--- config.mk ---
export PLATFORM = sky130hd
export DESIGN_NAME = rl_modexp_seq
export DESIGN_NICKNAME = d
export VERILOG_FILES = /design/src/rtl/modexp_pkg.sv /design/src/rtl/modexp_bitscan.sv /design/src/rtl/modexp_roles.sv /design/src/rtl/modexp_rdguard.sv /design/src/rtl/rl_modexp_seq.sv
export SDC_FILE = /design/constraint.sdc
export NUM_CORES = 1
export LEC_CHECK = 0
export ABC_AREA = 1
export BUFFER_PORTS_ARGS = -buffer_cell sky130_fd_sc_hd__buf_2
export CORE_MARGIN = 5
export CORE_UTILIZATION = 47
export DETAILED_ROUTE_END_ITERATION = 8
export PLACE_DENSITY = 0.84
export SYNTH_ARGS = -nofsm -noshare
export SYNTH_HDL_FRONTEND = slang
export SYNTH_SLANG_ARGS = --single-unit
--- constraint.sdc ---
create_clock -name clk -period 1.59 [get_ports clk]
set_clock_uncertainty 0.05 [all_clocks]
set_input_delay 0.0795 -clock clk [delete_from_list [all_inputs] [get_ports clk]]
set_output_delay 0.0795 -clock clk [all_outputs]
set_load 0.1 [all_outputs]
--- src/rtl/modexp_pkg.sv ---
package modexp_pkg;
  localparam int SLOT_W = 3;
  typedef logic [SLOT_W-1:0] slot_t;

  localparam slot_t SLOT_N    = 3'd0;
  localparam slot_t SLOT_E    = 3'd1;
  localparam slot_t SLOT_BASE = 3'd2;
  localparam slot_t SLOT_WK   = 3'd3;
  localparam slot_t SLOT_R2   = 3'd4;

  typedef enum logic [2:0] {
    OP_TOMONT, OP_RINIT, OP_MULACC, OP_SQR, OP_EXIT, OP_SINGLE
  } op_t;

  typedef enum logic [1:0] {
    ST_IDLE, ST_ISSUE, ST_WAIT, ST_DECIDE
  } st_t;
endpackage

--- src/rtl/modexp_bitscan.sv ---
module modexp_bitscan #(
  parameter int WORD  = 32,
  parameter int LEN_W = 12,
  parameter int AW    = 6
) (
  input  logic             clk,
  input  logic             rst_n,
  input  logic             load,
  input  logic             adv,
  input  logic [LEN_W-1:0] nbits,
  input  logic [WORD-1:0]  rdata,
  output logic [AW-1:0]    addr,
  output logic             cur_bit,
  output logic             is_last
);
  localparam int WLG = $clog2(WORD);

  logic [LEN_W-1:0] idx_q, idx_d, last_q, last_d;

  always_comb begin
    idx_d  = idx_q;
    last_d = last_q;
    if (load) begin
      idx_d  = '0;
      last_d = nbits - 1'b1;
    end else if (adv) begin
      idx_d  = idx_q + 1'b1;
    end
  end

  always_ff @(posedge clk or negedge rst_n) begin
    if (!rst_n) begin
      idx_q  <= '0;
      last_q <= '0;
    end else begin
      idx_q  <= idx_d;
      last_q <= last_d;
    end
  end

  assign addr    = idx_q[WLG +: AW];
  assign cur_bit = rdata[idx_q[WLG-1:0]];
  assign is_last = (idx_q == last_q);
endmodule

--- src/rtl/modexp_roles.sv ---
module modexp_roles
  import modexp_pkg::*;
(
  input  logic  clk,
  input  logic  rst_n,
  input  logic  init,
  input  logic  swap_acc,
  input  logic  swap_sq,
  output slot_t acc_p,
  output slot_t sq_p,
  output slot_t spr_p
);
  slot_t acc_d, sq_d, spr_d;

  always_comb begin
    acc_d = acc_p;
    sq_d  = sq_p;
    spr_d = spr_p;
    if (init) begin
      acc_d = SLOT_BASE;
      sq_d  = SLOT_WK;
      spr_d = SLOT_R2;
    end else if (swap_acc) begin
      acc_d = spr_p;
      spr_d = acc_p;
    end else if (swap_sq) begin
      sq_d  = spr_p;
      spr_d = sq_p;
    end
  end

  always_ff @(posedge clk or negedge rst_n) begin
    if (!rst_n) begin
      acc_p <= SLOT_BASE;
      sq_p  <= SLOT_WK;
      spr_p <= SLOT_R2;
    end else begin
      acc_p <= acc_d;
      sq_p  <= sq_d;
      spr_p <= spr_d;
    end
  end
endmodule

--- src/rtl/modexp_rdguard.sv ---
module modexp_rdguard
  import modexp_pkg::*;
(
  input  logic  busy,
  input  logic  req,
  input  slot_t slot,
  output logic  grant
);
  assign grant = req && !(busy && (slot == SLOT_E));
endmodule

--- src/rtl/rl_modexp_seq.sv ---
module rl_modexp_seq
  import modexp_pkg::*;
#(
  parameter int WORD     = 32,
  parameter int MAX_BITS = 2048,
  localparam int LEN_W   = $clog2(MAX_BITS + 1),
  localparam int AW      = $clog2(MAX_BITS / WORD)
) (
  input  logic             clk,
  input  logic             rst_n,
  input  logic             start,
  input  logic             mode_mul,
  input  logic [LEN_W-1:0] op_len,
  input  logic [LEN_W-1:0] exp_bits,
  output logic [AW-1:0]    exp_addr,
  input  logic [WORD-1:0]  exp_rdata,
  output logic             mul_start,
  output logic [2:0]       mul_a,
  output logic [2:0]       mul_b,
  output logic             mul_b_one,
  output logic [2:0]       mul_dst,
  output logic [LEN_W-1:0] mul_len,
  input  logic             mul_done,
  output logic             busy,
  output logic             done,
  output logic [2:0]       res_slot,
  input  logic             host_rd_req,
  input  logic [2:0]       host_rd_slot,
  output logic             host_rd_grant
);
  st_t   st_q, st_d;
  op_t   op_q, op_d;
  logic  busy_d, done_d;
  logic  [LEN_W-1:0] len_q, len_d;
  slot_t res_q, res_d;
  logic  scan_load, scan_adv, role_init, swap_acc, swap_sq;
  logic  cur_bit, is_last;
  slot_t acc_p, sq_p, spr_p;

  modexp_bitscan #(.WORD(WORD), .LEN_W(LEN_W), .AW(AW)) u_scan (
    .clk(clk), .rst_n(rst_n), .load(scan_load), .adv(scan_adv),
    .nbits(exp_bits), .rdata(exp_rdata), .addr(exp_addr),
    .cur_bit(cur_bit), .is_last(is_last)
  );

  modexp_roles u_roles (
    .clk(clk), .rst_n(rst_n), .init(role_init), .swap_acc(swap_acc),
    .swap_sq(swap_sq), .acc_p(acc_p), .sq_p(sq_p), .spr_p(spr_p)
  );

  modexp_rdguard u_guard (
    .busy(busy), .req(host_rd_req), .slot(host_rd_slot), .grant(host_rd_grant)
  );

  // next-state logic
  always_comb begin
    st_d      = st_q;
    op_d      = op_q;
    busy_d    = busy;
    done_d    = 1'b0;
    len_d     = len_q;
    res_d     = res_q;
    scan_load = 1'b0;
    scan_adv  = 1'b0;
    role_init = 1'b0;
    swap_acc  = 1'b0;
    swap_sq   = 1'b0;
    unique case (st_q)
      ST_IDLE: if (start) begin
        busy_d    = 1'b1;
        len_d     = op_len;
        scan_load = 1'b1;
        role_init = 1'b1;
        op_d      = mode_mul ? OP_SINGLE : OP_TOMONT;
        st_d      = ST_ISSUE;
      end
      ST_ISSUE: st_d = ST_WAIT;
      ST_WAIT: if (mul_done) begin
        unique case (op_q)
          OP_TOMONT: begin
            op_d = OP_RINIT;
            st_d = ST_ISSUE;
          end
          OP_RINIT: st_d = ST_DECIDE;
          OP_MULACC: begin
            swap_acc = 1'b1;
            op_d     = is_last ? OP_EXIT : OP_SQR;
            st_d     = ST_ISSUE;
          end
          OP_SQR: begin
            swap_sq  = 1'b1;
            scan_adv = 1'b1;
            st_d     = ST_DECIDE;
          end
          default: begin  // OP_EXIT, OP_SINGLE finish the job
            res_d  = (op_q == OP_SINGLE) ? SLOT_WK : spr_p;
            busy_d = 1'b0;
            done_d = 1'b1;
            st_d   = ST_IDLE;
          end
        endcase
      end
      ST_DECIDE: begin
        st_d = ST_ISSUE;
        if (cur_bit)      op_d = OP_MULACC;
        else if (is_last) op_d = OP_EXIT;
        else              op_d = OP_SQR;
      end
      default: st_d = ST_IDLE;
    endcase
  end

  always_ff @(posedge clk or negedge rst_n) begin
    if (!rst_n) begin
      st_q  <= ST_IDLE;
      op_q  <= OP_TOMONT;
      busy  <= 1'b0;
      done  <= 1'b0;
      len_q <= '0;
      res_q <= SLOT_WK;
    end else begin
      st_q  <= st_d;
      op_q  <= op_d;
      busy  <= busy_d;
      done  <= done_d;
      len_q <= len_d;
      res_q <= res_d;
    end
  end

  // command decode
  always_comb begin
    mul_b_one = 1'b0;
    mul_a     = SLOT_BASE;
    mul_b     = SLOT_R2;
    mul_dst   = SLOT_WK;
    unique case (op_q)
      OP_RINIT: begin
        mul_a = SLOT_R2; mul_b = SLOT_R2; mul_b_one = 1'b1; mul_dst = SLOT_BASE;
      end
      OP_MULACC: begin
        mul_a = acc_p; mul_b = sq_p; mul_dst = spr_p;
      end
      OP_SQR: begin
        mul_a = sq_p; mul_b = sq_p; mul_dst = spr_p;
      end
      OP_EXIT: begin
        mul_a = acc_p; mul_b = acc_p; mul_b_one = 1'b1; mul_dst = spr_p;
      end
      default: ;  // OP_TOMONT and OP_SINGLE use the defaults
    endcase
  end

  assign mul_start = (st_q == ST_ISSUE);
  assign mul_len   = len_q;
  assign res_slot  = res_q;
endmodule

==> run metrics, run 1 <==
Tightest Pin Transition between 0.4 and 0.5 ns; fin nets about 680; Setup WS post-layout -0.388 ns; CTS tree yes; NetSw 0.00569 W; status complete, but fails checks; f_max 0.506 GHz; ANT nets after route 0; Async SR Flop Fraction 100%; Pwr Total 0.0102 W; YS warnings 0; fin crit period around 2.0 ns; CTS root buffer clkbuf_8; hold_ws 0.0236 ns; total of max-cap violations 0; switching share of power 55.7%; Pre-antenna DRT Iters 5; Post-synth top flop dfrtp_1; routed len/inst 16.3 µm; core region area between 6000 and 7000 µm²; Power Dens Cells 1920 nW/µm²; slowest stage cell, crit path dfrtp_1; Reg-to-Reg Start st_q[0]$_DFFE_PN0P_; # IOs 100; Die Ht 94.2 µm; fin crit share 124%; GP Congestion 0.879; CTS buffer count 5; number of global-route vias before repair 3710; crit path DAT 1.85 ns; final WL 11.6 mm; Clock Power Share 7.8%; RSZ-0062 raised after global routing true; largest net degree at the start of global routing 33; post-synthesis register bit count 55; Setup violations, final 32; part of the power in registers 22.0%; Slew Viols, Final 0; crit-path max cell delay between 0.4 and 0.5 ns; Rows 30; Residual DRC 0; routed vias between 3000 and 4000; CP max FO 4; Worst Hold Class input pin to flop; post-layout util roughly 78%; placed cells 662; clk slew on worst S/H paths about 0.1 ns; vias per cell 5.37; CP Cell Sequence buf_6 -> nor3_4 -> nor2_2 -> nand2_1 -> o221ai_4 -> buf_12; Mapped Area 3330 µm²; final setup TNS -4.61 ns; share of cells above drive strength 1 44.7%; Max rail drop VDD roughly 1400 µV; starting density of the core between 40% and 50%; global-route wire length before repair roughly 16 mm; htree depth 2; initial detailed-routing violation count 209; CP bufs+invs 2; Sink Count 55; CP Class flop to primary output; crit path from op_q[0]$_DFFE_PN0P_; total gr overflow 0; area grow syn2layout 59.7%; syn_nets just over 500; internal power between 0.004 and 0.005 W; delay-heaviest family, CP simple AND/OR/NAND/NOR gates; final cell count without fillers ~700; Comb pwr share between 70% and 80%; hold wc startpoint exp_bits[11]; Synth Area per Inst 7.48 µm²; Critical Path Sink Type primary output; number of diodes 0; failing checks negative setup slack; Die Span X 94.2 µm; R2R Setup Slk -0.23 ns; Leak 2.59 nW; initial antenna violation count 0; Longest Clk Path Bufs 2; register area share after synthesis between 40 and 50%; relative slew slack between 60% and 70%; worst skew pair latency 0.32 ns; full die area 8870 µm²; HPWL after detailed placement 7.42 mm; Yosys cell types 37; number of flops mapped to enable cells by yosys 0; GRT Util Overall a little under a quarter; Hold Fails Final Rpt 0; PortBufs 99; Critical Path RT between 1 and 1.5 ns; Syn Inst Count 445; CP Launch Type flop
[layout make-up]
class / instances / area [µm²]
clock buffer: 6 / 72.6
clock inverter: 2 / 16.3
fill: 450 / 1510
inverter: 54 / 223
multi-input combinational: 320 / 2090
sequential: 55 / 1390
tap: 96 / 120
timing repair buffer: 176 / 1410
[state kept, by name, summed over array words and instances, names as in the netlist]
name	cells
mul_len	12
u_scan.idx_q	12
u_scan.last_q	12
op_q	3
res_slot	3
u_roles.acc_p	3
u_roles.spr_p	3
u_roles.sq_p	3
st_q	2
busy	1
done	1
[layer usage]
layer	wire length [µm]	global-route usage, %
met5	0	0
met4	367	7.34
met3	804	3.93
met2	6150	42.8
met1	4270	26.2
[worst min-delay path: cells and delay by family]
family | cells | cell delay (ns)
compound gates | 1 | 0.12
buf+inv | 1 | 0.08
xor+xnor | 1 | 0.07
[Yosys cell counts (5+ instances only)]
master | count | area (µm²)
nand2_1 | 139 | 522
inv_1 | 50 | 188
dfrtp_1 | 49 | 1230
nor2_1 | 33 | 124
o21ai_0 | 25 | 125
nand3_1 | 21 | 105
a21oi_1 | 20 | 100
xnor2_1 | 14 | 123
o22ai_1 | 8 | 50.1
buf_4 | 7 | 52.6
nand4_1 | 7 | 43.8
dfstp_2 | 6 | 158
ha_1 | 6 | 75.1
nor3_1 | 6 | 30.0
a31oi_1 | 5 | 31.3
[power by group through the flow]
stage	Combinational [W]	Sequential, W	Clock [W]
after floorplan	0.00291	0.00358	0
after global placement	0.00602	0.00218	0
after detailed placement	0.00615	0.00220	0
after CTS	0.00644	0.00220	0.000800
after global routing	0.00748	0.00230	0.000867
final	0.00717	0.00225	0.000801
[stage by stage]
step | setup WS (ns) | area [µm²]
6_report | -0.388 | 5320
5_1_grt | -0.429 | 5320
4_1_cts | -0.227 | 4890
3_3_place_gp | -0.00430 | 4480
2_1_floorplan | -0.160 | 3490
3_5_place_dp | -0.169 | 4480
[cell families after synthesis]
group           Yosys count  share of synthesized area (%)
buf+inv                  70                           9.02
compound gates           73                           12.7
simple gates            225                           30.3
fa+ha+maj                 6                           2.25
xor+xnor                 16                           4.21
flops                    55                           41.6
[path summary, 6_finish.rpt]
kind | to | cells after the start
worst max-delay path | mul_a[1] | 6
max in group asynchronous | u_roles.acc_p[1]$_DFFE_PN1P_ | 3
worst min-delay path | u_scan.last_q[11]$_DFFE_PN0P_ | 3
min in group asynchronous | mul_len[5]$_DFFE_PN0P_ | 2
worst max register to register | u_roles.spr_p[1]$_DFFE_PN0P_ | 10
worst min register to register | mul_len[9]$_DFFE_PN0P_ | 2
[cell usage in the layout (no fill, tap or decap), types with 4 or more instances in the layout]
cell | netlist | routed
nand2_1 | 139 | 124
buf_2 | 3 | 89
dfrtp_1 | 49 | 43
inv_1 | 50 | 38
buf_4 | 7 | 36
nor2_1 | 33 | 23
dlygate4sd3_1 | 0 | 18
buf_6 | 1 | 17
nand3_1 | 21 | 16
buf_12 | 0 | 14
xnor2_1 | 14 | 13
nand2_2 | 3 | 12
o21ai_0 | 25 | 12
a21oi_1 | 20 | 12
o21ai_1 | 1 | 11
nor2_2 | 2 | 10
inv_2 | 4 | 9
nand2_4 | 2 | 8
a21oi_2 | 1 | 8
nand4_1 | 7 | 7
nor2_4 | 4 | 6
dfrtp_2 | 0 | 6
dfstp_2 | 6 | 6
inv_4 | 0 | 5
nand3_2 | 2 | 5
clkbuf_8 | 0 | 5
o22ai_4 | 0 | 4
[what timing repair did]
| item | 4_1_cts | 5_1_grt |
|---|---|---|
| gates resized for setup | 28 | 86 |
| hold endpoints to repair | 66 | 0 |
| setup endpoints to repair | 32 | 31 |
| pin swaps | 9 | 17 |
| hold buffers | 18 | 0 |
| cloned | 0 | 2 |
| buffers inserted | 8 | 12 |
Note: power is estimated with default switching activity, not from simulation.
==> run 2, diff against run 1 <==
--- a/config.mk
+++ b/config.mk
@@ -5,7 +5,6 @@
 export SDC_FILE = /design/constraint.sdc
 export NUM_CORES = 1
 export LEC_CHECK = 0
-export ABC_AREA = 1
 export BUFFER_PORTS_ARGS = -buffer_cell sky130_fd_sc_hd__buf_2
 export CORE_MARGIN = 5
 export CORE_UTILIZATION = 47
==> run 2 against run 1 <==
The run still ends with negative setup slack left. Cell count shrank 13%. Wire length is 0.69% higher. Hold slack got worse by 0.013 ns. Register-to-register slack worse by 0.40 ns. Critical path type is now flop to flop. Largest power group unchanged. Sequential cell count is the same. Total power up 2.7%. Die area down 3.4%. Design area increased by 2.3%. First-iteration DRC count down 7.7%.
==> run metrics, run 2 <==
top cells by area, synth dfrtp_1, nand2_1, mux4_2, dfstp_2, xor2_1; met3 Usage GRT about 3.3%; area grow syn2layout 69.7%; R2R Setup Slk -0.63 ns; Synth Area per Inst 8.93 µm²; Max rail drop VDD 1150 µV; Async SR Flop Fraction 100%; share of cells above drive strength 1 52.2%; final WL 11.7 mm; post-synth top area share 38.3%; final instance area approximately 5400 µm²; Global Route met2 Usage about 46%; FF/Latch Area 1390 µm²; relative slew slack about 62%; Tightest Pin Transition 0.568 ns; crit path DAT 2.41 ns; Sink Count 55; syn_nets 430; delay-heaviest family, CP multiplexers; worst skew pair latency 0.31 ns; placement-stage cell area between 4000 and 5000 µm²; Power Dens Cells slightly below 2000 nW/µm²; CTS tree yes; routed vias 3482; fill count between 300 and 400; number of flops mapped to enable cells by yosys 0; Worst Hold Class input pin to flop; initial detailed-routing violation count 193; initial antenna violation count 0; CP Class flop to flop; core region area 6720 µm²; Rows 30; Critical Path Sink Type flop; Setup WS post-layout -0.632 ns; crit-path max cell delay between 0.5 and 0.6 ns; Slew Viols, Final 0; post-synthesis register bit count 55; global-route wire length before repair 16.3 mm; CP Cell Sequence buf_12 -> mux4_2 -> mux4_2 -> mux2i_4 -> buf_4 -> nor3_1 -> o22ai_1; total of max-cap violations 0; GP Congestion between 0.8 and 0.9; post-layout util 80.9%; f_max 0.450 GHz; Pwr Total 0.0105 W; area of the multi-input gates ~2200 µm²; total gr overflow 0; busiest grt layer met2; routed len/inst 18.9 µm; most frequent cell after synthesis nand2_1; most frequent cells in the layout buf_2, nand2_1, dfrtp_1, buf_4, nor2_1; Setup violations, final 32; PortBufs 99; status complete, but fails checks; Hold Fails Final Rpt 0; most used cell, CP mux4_2; CTS root buffer clkbuf_8; CTS buffer count 5; fin crit period 2.22 ns; CP Launch Type flop; register area share after synthesis 43.2%; htree depth 2; Die Ht ~90 µm; Residual DRC 0; # IOs 100; most common cell after layout, fill and taps aside buf_2; fin crit share 140%; YS warnings 0; CP max FO 8; Longest Clk Path Bufs 2; Yosys cell types 44; largest area contributor in the netlist dfrtp_1; Mapped Area 3200 µm²; Die Span X 92.6 µm; Pre-antenna DRT Iters 4; clk slew on worst S/H paths approximately 0.1 ns; slowest stage cell, crit path mux4_2; fin nets 608; hold_ws 0.0107 ns; CP bufs+invs 2; failing checks negative setup slack; Post-synth top flop dfrtp_1; GRT Util Overall about a quarter; Syn Inst Count 359; HPWL after detailed placement 6.58 mm; top cells by count, synth nand2_1, dfrtp_1, nor2_1; RSZ-0062 raised after global routing true; ANT nets after route 0; starting density of the core approximately 48%; full die area approximately 8600 µm²; Leak around 2.6 nW; Critical Path RT around 1.8 ns; met1 usage between 20 and 30%; vias per cell 5.63; Place WS -0.655 ns; number of diodes 0; largest net degree at the start of global routing 56; number of global-route vias before repair about 3500
[run 2: per-layer routing]
metal	part of all wire, %	wire (µm)
met1	36	4260
met2	55	6370
met3	5.0	582
met4	3.9	452
met5	0	0
[run 2: kinds of logic (layout without fill, tap and decap cells)]
family | Yosys count | after routing | synth area share [%]
and+or+nand+nor | 161 | 162 | 22.3
AOI/OAI and AO/OA | 55 | 55 | 10.2
DFF | 55 | 55 | 43.2
muxes | 14 | 14 | 8.32
buffers and inverters | 37 | 215 | 5.19
adders and majority gates | 6 | 6 | 2.34
xor gates and xnor gates | 31 | 31 | 8.47
[run 2: power by group]
part	switching, W	leakage [nW]	internal (W)
Combinational	0.00481	1.90	0.00274
Clock	0.000481	0.0454	0.000318
Sequential	0.000312	0.693	0.00183
Total	0.00560	2.63	0.00489
[run 2: final cells by class]
type,count,area share [%]
clock buffers,6,1.33
clock inverters,2,0.322
inverters,13,0.943
multi-input cells,268,40.3
flip-flops and latches,55,25.5
well taps,80,1.84
repair buffers,194,29.8
[run 2: worst paths after layout]
check | start | endpoint | cells after the start
worst max-delay path | u_scan.idx_q[0]$_DFFE_PN0P_ | op_q[0]$_DFFE_PN0P_ | 7
worst min-delay path | exp_bits[10] | u_scan.last_q[10]$_DFFE_PN0P_ | 3
worst max register to register | u_scan.idx_q[0]$_DFFE_PN0P_ | op_q[0]$_DFFE_PN0P_ | 7
worst min register to register | mul_len[2]$_DFFE_PN0P_ | mul_len[2]$_DFFE_PN0P_ | 2
max in group asynchronous | rst_n | u_roles.spr_p[2]$_DFFE_PN1P_ | 3
min in group asynchronous | rst_n | st_q[1]$_DFFE_PN0P_ | 3
[run 2: through the flow]
step	std cells	TNS, ns
after floorplan	359	-3.89
after global placement	561	-3.49
after detailed placement	561	-4.32
after CTS	604	-5.82
after global routing	618	-10.47
final	618	-8.49
[run 2: worst min-delay path, delay by kind of cell]
| family | cells | cell delay, ns |
|---|---|---|
| AO/OA/AOI/OAI | 1 | 0.05 |
| buffers and inverters | 1 | 0.10 |
| XOR/XNOR | 1 | 0.11 |
[run 2: timing repair]
item	in CTS	in global routing
cloned	0	4
endpoints found under the hold margin	69	0
pin swaps	30	36
gates resized for setup	82	52
setup endpoints to repair	36	62
hold buffers	15	0
buffers inserted	23	15
